--- src/rtl/rn_pkg.sv ---
package rn_pkg;

    // Checkpoint slot occupancy
    typedef enum logic [0:0] {
        CK_IDLE = 1'b0,
        CK_HELD = 1'b1
    } ck_state_e;

endpackage

--- src/rtl/rn_map_table.sv ---
module rn_map_table #(
    parameter int ARCH = 32,
    parameter int PHYS = 64,
    localparam int AW = $clog2(ARCH),
    localparam int PW = $clog2(PHYS)
) (
    input  logic          clk,
    input  logic          rst_n,
    input  logic [AW-1:0] rd_a,
    input  logic [AW-1:0] rd_b,
    input  logic [AW-1:0] rd_c,
    output logic [PW-1:0] tag_a,
    output logic [PW-1:0] tag_b,
    output logic [PW-1:0] tag_c,
    input  logic          wr_en,
    input  logic [AW-1:0] wr_addr,
    input  logic [PW-1:0] wr_tag,
    input  logic          snap_en,
    input  logic          rest_en
);

    logic [PW-1:0] cur   [ARCH];
    logic [PW-1:0] saved [ARCH];

    // Entry 0 reads as physical 0 whatever the array holds
    assign tag_a = (rd_a == '0) ? '0 : cur[rd_a];
    assign tag_b = (rd_b == '0) ? '0 : cur[rd_b];
    assign tag_c = (rd_c == '0) ? '0 : cur[rd_c];

    always_ff @(posedge clk or negedge rst_n) begin
        if (!rst_n) begin
            for (int i = 0; i < ARCH; i++) begin
                cur[i]   <= PW'(i);
                saved[i] <= PW'(i);
            end
        end else begin
            if (snap_en) begin
                for (int i = 0; i < ARCH; i++) saved[i] <= cur[i];
            end
            if (rest_en) begin
                for (int i = 0; i < ARCH; i++) cur[i] <= saved[i];
            end else if (wr_en && (wr_addr != '0)) begin
                cur[wr_addr] <= wr_tag;
            end
        end
    end

endmodule

--- src/rtl/rn_free_list.sv ---
module rn_free_list #(
    parameter int ARCH = 32,
    parameter int PHYS = 64,
    localparam int PW    = $clog2(PHYS),
    localparam int DEPTH = PHYS - ARCH,
    localparam int IW    = $clog2(DEPTH),
    localparam int PTRW  = IW + 1
) (
    input  logic            clk,
    input  logic            rst_n,
    input  logic            pop,
    input  logic            push,
    input  logic [PW-1:0]   push_tag,
    input  logic            snap_en,
    input  logic            rest_en,
    output logic [PW-1:0]   head_tag,
    output logic            empty,
    output logic [PTRW-1:0] count
);

    logic [PW-1:0]   slots [DEPTH];
    logic [PTRW-1:0] head, tail, head_ck;
    logic            push_ok;

    // Pointers carry a wrap bit so full and empty stay distinct
    assign count    = tail - head;
    assign empty    = (count == '0);
    assign head_tag = slots[head[IW-1:0]];
    assign push_ok  = push && (push_tag != '0);

    always_ff @(posedge clk or negedge rst_n) begin
        if (!rst_n) begin
            for (int i = 0; i < DEPTH; i++) slots[i] <= PW'(ARCH + i);
        end else if (push_ok) begin
            slots[tail[IW-1:0]] <= push_tag;
        end
    end

    always_ff @(posedge clk or negedge rst_n) begin
        if (!rst_n) begin
            head    <= '0;
            tail    <= PTRW'(DEPTH);
            head_ck <= '0;
        end else begin
            if (push_ok) tail <= tail + 1'b1;
            if (rest_en)                 head <= head_ck;
            else if (pop && !empty)      head <= head + 1'b1;
            if (snap_en) head_ck <= head;
        end
    end

endmodule

--- src/rtl/rn_ckpt_ctrl.sv ---
module rn_ckpt_ctrl
    import rn_pkg::*;
(
    input  logic clk,
    input  logic rst_n,
    input  logic take,
    input  logic restore,
    input  logic discard,
    output logic snap_en,
    output logic rest_en
);

    ck_state_e state, state_nx;

    always_ff @(posedge clk or negedge rst_n) begin
        if (!rst_n) state <= CK_IDLE;
        else        state <= state_nx;
    end

    always_comb begin
        state_nx = state;
        unique case (state)
            CK_IDLE: if (take) state_nx = CK_HELD;
            CK_HELD: if (restore || discard) state_nx = CK_IDLE;
            default: state_nx = CK_IDLE;
        endcase
    end

    always_comb begin
        snap_en = 1'b0;
        rest_en = 1'b0;
        unique case (state)
            CK_IDLE: snap_en = take;
            CK_HELD: rest_en = restore;
            default: ;
        endcase
    end

endmodule

--- src/rtl/rn_rename.sv ---
module rn_rename #(
    parameter int ARCH = 32,
    parameter int PHYS = 64,
    localparam int AW    = $clog2(ARCH),
    localparam int PW    = $clog2(PHYS),
    localparam int DEPTH = PHYS - ARCH,
    localparam int CW    = $clog2(DEPTH) + 1
) (
    input  logic          clk,
    input  logic          rst_n,
    input  logic          ren_valid,
    input  logic [AW-1:0] ren_src_a,
    input  logic [AW-1:0] ren_src_b,
    input  logic [AW-1:0] ren_dst,
    input  logic          ren_dst_we,
    output logic          ren_ready,
    output logic [PW-1:0] ren_ptag_a,
    output logic [PW-1:0] ren_ptag_b,
    output logic [PW-1:0] ren_pdst,
    output logic [PW-1:0] ren_pold,
    input  logic          ret_valid,
    input  logic [PW-1:0] ret_ptag,
    input  logic          ck_take,
    input  logic          ck_restore,
    input  logic          ck_discard
);

    logic          fl_empty;
    logic [CW-1:0] fl_count;
    logic [PW-1:0] fl_head;
    logic [PW-1:0] old_tag;
    logic          snap_en, rest_en;
    logic          wants_reg, alloc;

    assign wants_reg = ren_dst_we && (ren_dst != '0);
    assign ren_ready = !fl_empty && !ck_restore;
    assign alloc     = ren_valid && ren_ready && wants_reg;
    assign ren_pdst  = (wants_reg && !fl_empty) ? fl_head : '0;
    assign ren_pold  = wants_reg ? old_tag : '0;

    rn_ckpt_ctrl u_ckpt (
        .clk     (clk),
        .rst_n   (rst_n),
        .take    (ck_take),
        .restore (ck_restore),
        .discard (ck_discard),
        .snap_en (snap_en),
        .rest_en (rest_en)
    );

    rn_map_table #(.ARCH(ARCH), .PHYS(PHYS)) u_map (
        .clk     (clk),
        .rst_n   (rst_n),
        .rd_a    (ren_src_a),
        .rd_b    (ren_src_b),
        .rd_c    (ren_dst),
        .tag_a   (ren_ptag_a),
        .tag_b   (ren_ptag_b),
        .tag_c   (old_tag),
        .wr_en   (alloc),
        .wr_addr (ren_dst),
        .wr_tag  (fl_head),
        .snap_en (snap_en),
        .rest_en (rest_en)
    );

    rn_free_list #(.ARCH(ARCH), .PHYS(PHYS)) u_free (
        .clk      (clk),
        .rst_n    (rst_n),
        .pop      (alloc),
        .push     (ret_valid),
        .push_tag (ret_ptag),
        .snap_en  (snap_en),
        .rest_en  (rest_en),
        .head_tag (fl_head),
        .empty    (fl_empty),
        .count    (fl_count)
    );

endmodule

--- config.mk ---
export PLATFORM = sky130hd
export DESIGN_NAME = rn_rename
export DESIGN_NICKNAME = d
export VERILOG_FILES = /design/src/rtl/rn_pkg.sv /design/src/rtl/rn_map_table.sv /design/src/rtl/rn_free_list.sv /design/src/rtl/rn_ckpt_ctrl.sv /design/src/rtl/rn_rename.sv
export SDC_FILE = /design/constraint.sdc
export NUM_CORES = 1
export LEC_CHECK = 0
export BUFFER_PORTS_ARGS = -buffer_cell sky130_fd_sc_hd__buf_2
export CELL_PAD_IN_SITES_DETAIL_PLACEMENT = 0
export CELL_PAD_IN_SITES_GLOBAL_PLACEMENT = 2
export CORE_ASPECT_RATIO = 1.4
export CORE_MARGIN = 1
export CORE_UTILIZATION = 50
export DETAILED_ROUTE_END_ITERATION = 6
export GPL_TIMING_DRIVEN = 1
export HOLD_SLACK_MARGIN = 0.1
export PLACE_DENSITY_LB_ADDON = 0.2
export SYNTH_ARGS = -nofsm -noshare
export SYNTH_HDL_FRONTEND = slang
export SYNTH_SLANG_ARGS = --single-unit
--- constraint.sdc ---
create_clock -name clk -period 6.3 [get_ports clk]
set_clock_uncertainty 0.1 [all_clocks]
set_input_delay 1.26 -clock clk [delete_from_list [all_inputs] [get_ports clk]]
set_output_delay 1.26 -clock clk [all_outputs]
set_load 0.05 [all_outputs]
==> flow_summary.yaml, run 1 <==
run_status:
  run_status: "completed"
timing:
  timing.final.crit_share: 0.861
  grt_setup_unrepaired: "false"
  holdWs_ns: 0.368
  total_of_endpoints_with_negative_setup_slack_in_the_final_report: 0
  worst-slew-pin-transition_ns: 1.32
  final_hold_violation_count: 0
  fmax_mhz: 184
  fin_tns_setup_ns: 0
  max-slew-margin-rel: 0.117
  fin_crit_ns: 5.42
  timing_max_transition_violations_final: 0
job:
  drv_cap: 0
synthesis:
  async_reset_ff_frac: 1.00
  synthesis.area_per_instance_um2: 13.6
  synth.lib_cells_used.distinct: 59
  synth_fp_nets: 2303
  syn_area_um2: 30800
  synth_seq_area_share: 0.494
  postSynth.topFlopCell: "dfrtp_1"
  synth-edff-count: 0
  yosysWarningCount: 0
  ys_seq_elements: 595
  synthesis.instances: 2264
power_and_ir_drop:
  p_sw_uw: 6430
  sequentialPowerShare: 0.442
  irDropWorstVdd_mv: 0.467
  power.share.switching: 0.365
  internal_power_uw: 11200
  pwr-share-comb: 0.340
  total_power_uw: 17600
  cellPowerDensity_nw_per_um2: 521
  leakage_power_of_the_design_uw: 0.0124
  power_frac_clock: 0.218
cts:
  cts_tree: "built"
  postCtsSetupRepairBufs: 0
  cts-htree-levels: 2
  clock_tree.buffer_depth: 3
  cts_hold_repair.buffers: 0
  clk_pin_slew_ns: 0.06
  clock_insertion_delay_worst_skew_ns: 0.64
  cts_made_buffers: 60
  clk_root_buffer_cell: "clkbuf_16"
  cts_resized: 0
  clkSinkCount: 595
floorplanning:
  floorplan.die.width_um: 212
  io-pin-count: 54
  die_y_um: 296
  design.core.area_um2: 60900
  fp-row-count: 107
  floorplan.initialDensity: 0.506
  die_area_um2: 62700
critical_path:
  rr_worst_depth: 8
  cp_data_required_time_ns: 4.94
  crit_start: "u_free.head[3]"
  timing.critical_path.to_type: "output port"
  critPathKind: "reg2out"
  regToRegEndpoint: "u_map.cur[116]"
  kind_of_launch_point_of_the_worst_setup_path: "flip-flop"
  worst-r2r-setup-slack_ns: 1.85
  cp_max_fo: 16
  timing.rr.start: "u_free.head[0]"
  worstPathArrival_ns: 4.06
global_route:
  grt_first_pass_wirelength_um: 140000
  first_global_vias: 21200
  grt.total_usage: 0.305
  antenna_found_initial: 1
  grt_max_degree: 161
  globalRouteOverflowTotal: 0
drt:
  drt-wirelength-per-cell_um: 30.2
  route.vias.total: 20800
  drcViolationCount: 0
  postRouteAntennaNets: 0
  drt_first_pass_iters: 7
  detailedRoute.firstIterationViolations: 1989
  wirelength_um: 93600
  viasPerCell: 6.74
finish:
  multi_input_comb_area_um2: 14800
  diodes: 0
  finalNetCount: 2264
  final.fill_count: 5024
  layout-area-overhead-vs-synth_pct: 9.67
  finish.cell_count_without_fillers: 3094
  fraction_of_layout_instances_using_a_drive_strength_above_1: 0.490
  final-seq-area_um2: 15200
min_path:
  tightest_hold_check_type: "reg2reg"
  worst_hold_startpoint: "u_map.saved[187]"
  hold_path_depth: 2
  worstHoldEndpoint: "u_map.cur[187]"
placement:
  place.detailed.instances: 2980
  gp_congestion: 0.930
  number_of_input_and_output_port_buffers_inserted: 53
  dpl.hpwl_um: 62700
-- through the flow --
step | utilization | area [um^2] | setup WS, ns
after global routing | 0.555 | 33800 | 0.705
after global placement | 0.520 | 31700 | 1.23
after floorplan | - | 30800 | 1.58
after detailed placement | 0.520 | 31700 | 1.20
after CTS | 0.555 | 33800 | 0.896
final | 0.555 | 33800 | 0.876
-- cell families after synthesis --
kind of cell,count (synthesis),share of synthesized area
AND/OR/NAND/NOR,386,0.0546
adder cells (fa/ha/maj),10,0.00406
flip-flops,595,0.494
XOR/XNOR,7,0.00223
AO/OA/AOI/OAI,440,0.105
buffers and inverters,197,0.0278
multiplexers,629,0.312
-- sequential cells by signal, indices dropped and copies added (netlist names) --
name,count
u_free.head_ck,6
u_free.tail,6
u_free.head,6
u_free.slots,192
u_map.cur,192
u_ckpt.state,1
u_map.saved,192
-- placed cells by master, fill, tap and decap left out, types with 6 or more instances in the layout --
cell type  count
o211ai_1      13
clkbuf_8      13
clkbuf_1       8
or3_1         17
a31oi_1        6
clkbuf_16     61
mux2_1         6
buf_4         33
a2bb2oi_1    144
a22oi_1       12
o22ai_1      109
mux2i_1       15
nand2_1      243
inv_1          6
nand2b_1      18
nor2_1        54
inv_6          6
bufinv_16      8
mux4_2       228
a22o_1         6
a21oi_1       22
dfrtp_1      320
nor3b_1        7
a221oi_1       6
buf_2         49
clkinv_2      12
o21ai_0       55
mux2_2       380
o21ai_1       21
ha_1          10
o221a_2       21
nand3_1        7
o221a_1        9
and2_1         6
dfstp_2      273
-- how the worst max path moves through the flow --
| stage | to | slack (ns) | cells past startpoint |
|---|---|---|---|
| after floorplan | ren_pold[4] | 1.58 | 6 |
| after global placement | ren_ptag_a[1] | 1.23 | 6 |
| after detailed placement | ren_ptag_b[1] | 1.20 | 6 |
| after CTS | ren_pdst[5] | 0.90 | 8 |
| after global routing | ren_pdst[1] | 0.71 | 8 |
| final | ren_pdst[0] | 0.88 | 8 |
-- Yosys cell counts, types with 17 or more instances --
master     number  area share
o221a_2        21      0.0077
mux4_2        228        0.17
a21oi_1        25      0.0041
dfstp_2       273        0.23
dfrtp_1       322        0.26
mux2_2        380        0.14
nor2_1         54      0.0066
nand2b_1       19      0.0039
o22ai_1       109       0.022
o21ai_0        55      0.0089
nand2_1       244       0.030
buf_2          33      0.0054
o21ai_1        21      0.0034
a2bb2oi_1     144       0.041
or3_1          17      0.0034
clkbuf_1      133       0.016
-- power groups by stage --
stage	Clock, uW	Sequential, uW	Combinational (uW)
floorplan	0	6800	4420
global placement	0	7660	5860
detailed placement	0	7790	6010
CTS	3920	7730	6020
global route	4060	7960	6310
finish	3850	7800	5990
-- critical path, cell delays in order (launching register included) --
cell and delay, ns:
dfrtp_1 0.55, clkinv_1 0.32, ha_1 0.42, nor2_1 0.06, o21ai_0 0.20, a211o_1 0.81
o21ai_1 0.50, a21oi_1 0.27, buf_2 0.30
-- per-layer routing --
| metal | track usage | part of all wire | wire, um |
|---|---|---|---|
| met1 | 0.398 | 0.39 | 36900 |
| met2 | 0.507 | 0.49 | 46200 |
| met3 | 0.0463 | 0.065 | 6080 |
| met4 | 0.130 | 0.046 | 4340 |
| met5 | 0 | 0.000096 | 9 |
-- layout make-up --
class	count	share of cell area
Clock buffer	82	0.0513
Clock inverter	32	0.0118
Inverter	8	0.000888
Multi-Input combinational cell	1472	0.437
Sequential cell	595	0.450
Tap cell	817	0.0302
Timing Repair Buffer	88	0.0180
Note: power is estimated with default switching activity, not from simulation.
==> run 2: changes to the inputs <==
--- a/config.mk
+++ b/config.mk
@@ -10,7 +10,7 @@
 export CELL_PAD_IN_SITES_GLOBAL_PLACEMENT = 2
 export CORE_ASPECT_RATIO = 1.4
 export CORE_MARGIN = 1
-export CORE_UTILIZATION = 50
+export CORE_UTILIZATION = 46
 export DETAILED_ROUTE_END_ITERATION = 6
 export GPL_TIMING_DRIVEN = 1
 export HOLD_SLACK_MARGIN = 0.1
==> constraint.sdc (replaced) <==
create_clock -name clk -period 6.3 [get_ports clk]
set_clock_uncertainty 0.1 [all_clocks]
set_input_delay 0.63 -clock clk [delete_from_list [all_inputs] [get_ports clk]]
set_output_delay 0.63 -clock clk [all_outputs]
set_load 0.05 [all_outputs]
==> flow_summary.yaml, run 2 (synthesis results as in run 1) <==
power_and_ir_drop:
  leakage_power_of_the_design_uw: 0.0125
  cellPowerDensity_nw_per_um2: 514
  total_power_uw: 17400
  irDropWorstVdd_mv: 0.544
floorplanning:
  design.core.area_um2: 66400
  die_y_um: 308
  die_area_um2: 68100
  io-pin-count: 54
  floorplan.die.width_um: 221
  fp-row-count: 112
  floorplan.initialDensity: 0.464
timing:
  fin_crit_ns: 5.21
  worst-slew-pin-transition_ns: 1.33
  total_of_endpoints_with_negative_setup_slack_in_the_final_report: 0
  fin_tns_setup_ns: 0
  timing_max_transition_violations_final: 0
  grt_setup_unrepaired: "false"
  holdWs_ns: 0.357
  fmax_mhz: 192
  final_hold_violation_count: 0
  max-slew-margin-rel: 0.115
  timing.final.crit_share: 0.827
  fin_ws_ns: 1.09
drt:
  postRouteAntennaNets: 0
  drt-wirelength-per-cell_um: 29.7
  detailedRoute.firstIterationViolations: 1779
  drt_first_pass_iters: 7
  viasPerCell: 6.53
  wirelength_um: 93200
  route.vias.total: 20500
  drcViolationCount: 15
finish:
  layout-area-overhead-vs-synth_pct: 10.1
  finalNetCount: 2270
  final_core_utilization: 0.511
  biggest_registers_after_layout: "u_free.slots (192), u_map.cur (192), u_map.saved (192)"
  fraction_of_layout_instances_using_a_drive_strength_above_1: 0.489
  final_cell_mix: "380 x mux2_2, 320 x dfrtp_1, 273 x dfstp_2"
  layout_commonest_cell: "mux2_2"
cts:
  clock_tree.buffer_depth: 3
  clk_pin_slew_ns: 0.06
  postCtsSetupRepairBufs: 0
  cts_made_buffers: 60
  cts_tree: "built"
  cts_hold_repair.buffers: 2
  clk_root_buffer_cell: "clkbuf_16"
  clkSinkCount: 595
  cts-htree-levels: 2
  clock_insertion_delay_worst_skew_ns: 0.65
  cts_resized: 0
critical_path:
  worstPathCellList: "clkinv_1, ha_1, nor2_1, a21oi_1, xnor2_2, o21ai_1, a21oi_1, buf_2"
  kind_of_launch_point_of_the_worst_setup_path: "flip-flop"
  critPathKind: "reg2out"
  crit_slowest_cell: "xnor2_2"
  cp_data_required_time_ns: 5.57
  timing.critical_path.to_type: "output port"
  slowest_delay_ns: 0.76
  cp_max_fo: 16
  worstPathArrival_ns: 4.48
  critical_path.most_common_cell: "a21oi_1"
global_route:
  antenna_found_initial: 2
  globalRouteOverflowTotal: 0
  grt.total_usage: 0.278
  grt_max_degree: 140
  grt_first_pass_wirelength_um: 142000
  first_global_vias: 21300
run_status:
  failing_checks: "DRC"
  run_status: "complete, but fails checks"
min_path:
  tightest_hold_check_type: "reg2reg"
placement:
  dpl.hpwl_um: 61400
  gp_congestion: 0.854
  number_of_input_and_output_port_buffers_inserted: 53
  dp_worst_setup_slack_ns: 1.77
job:
  drv_cap: 0
==> run 2: cell count changes in the layout (fill, tap and decap cells not counted) <==
cell / delta
diode_2: +2
bufinv_16: -2
buf_12: +1
a21oi_1: +1
clkinv_8: +1
clkinvlp_4: -4
buf_4: +3
clkbuf_1: +2
dlygate4sd3_1: +2
inv_6: -6
clkbuf_16: +1
clkbuf_8: +8
a21oi_2: -1
==> run 2: area by class of cell <==
cell class,count,area (um^2)
timing repair buffer,94,671
tap,855,1070
fill,5753,32500
multi-input combinational,1472,14800
inverter,8,30.0
clock inverter,21,273
antenna,2,5.00
clock buffer,93,1880
sequential,595,15200
==> run 2: power by group <==
| part | total (uW) | internal (uW) | switching [uW] |
|---|---|---|---|
| clock | 3860 | 2290 | 1570 |
| combinational | 6000 | 2950 | 3050 |
| sequential | 7580 | 6000 | 1580 |
| total | 17400 | 11200 | 6200 |
==> run 2: worst max-delay path, delay by kind of cell, from the launching register on <==
kind	cells	cell delay (ns)
flip-flops	1	0.37
adder cells (fa/ha/maj)	1	0.67
AO/OA/AOI/OAI	3	0.88
AND/OR/NAND/NOR	1	0.12
buffers and inverters	2	1.04
XOR/XNOR	1	0.76
==> run 2: layer usage <==
| layer | vias to the layer above | global-route usage | wire length (um) |
|---|---|---|---|
| met5 | - | 0 | 9 |
| met4 | 2 | 0.127 | 4460 |
| met3 | 197 | 0.0471 | 5620 |
| met2 | 714 | 0.462 | 45600 |
| met1 | 10900 | 0.359 | 37500 |
| li1 | 8681 | - | - |
==> run 2: stage by stage <==
| step | instance area, um^2 | std cells |
|---|---|---|
| after floorplan | 30800 | 2264 |
| after global placement | 31800 | 3022 |
| after detailed placement | 31800 | 3022 |
| after CTS | 33900 | 3138 |
| after global routing | 34000 | 3139 |
| final | 34000 | 3140 |
==> run 2: final timing paths <==
path                                  start               end  slack [ns]  cells past startpoint
hold / removal             u_map.saved[187]    u_map.cur[187]        0.36                      2
hold reg to reg            u_map.saved[187]    u_map.cur[187]        0.36                      2
max in group asynchronous             rst_n    u_free.head[0]        4.31                      3
setup reg to reg             u_free.head[4]    u_map.cur[134]        1.86                      9
min in group asynchronous             rst_n  u_map.saved[184]        0.52                      2
setup / recovery             u_free.head[4]       ren_pdst[5]        1.09                      8
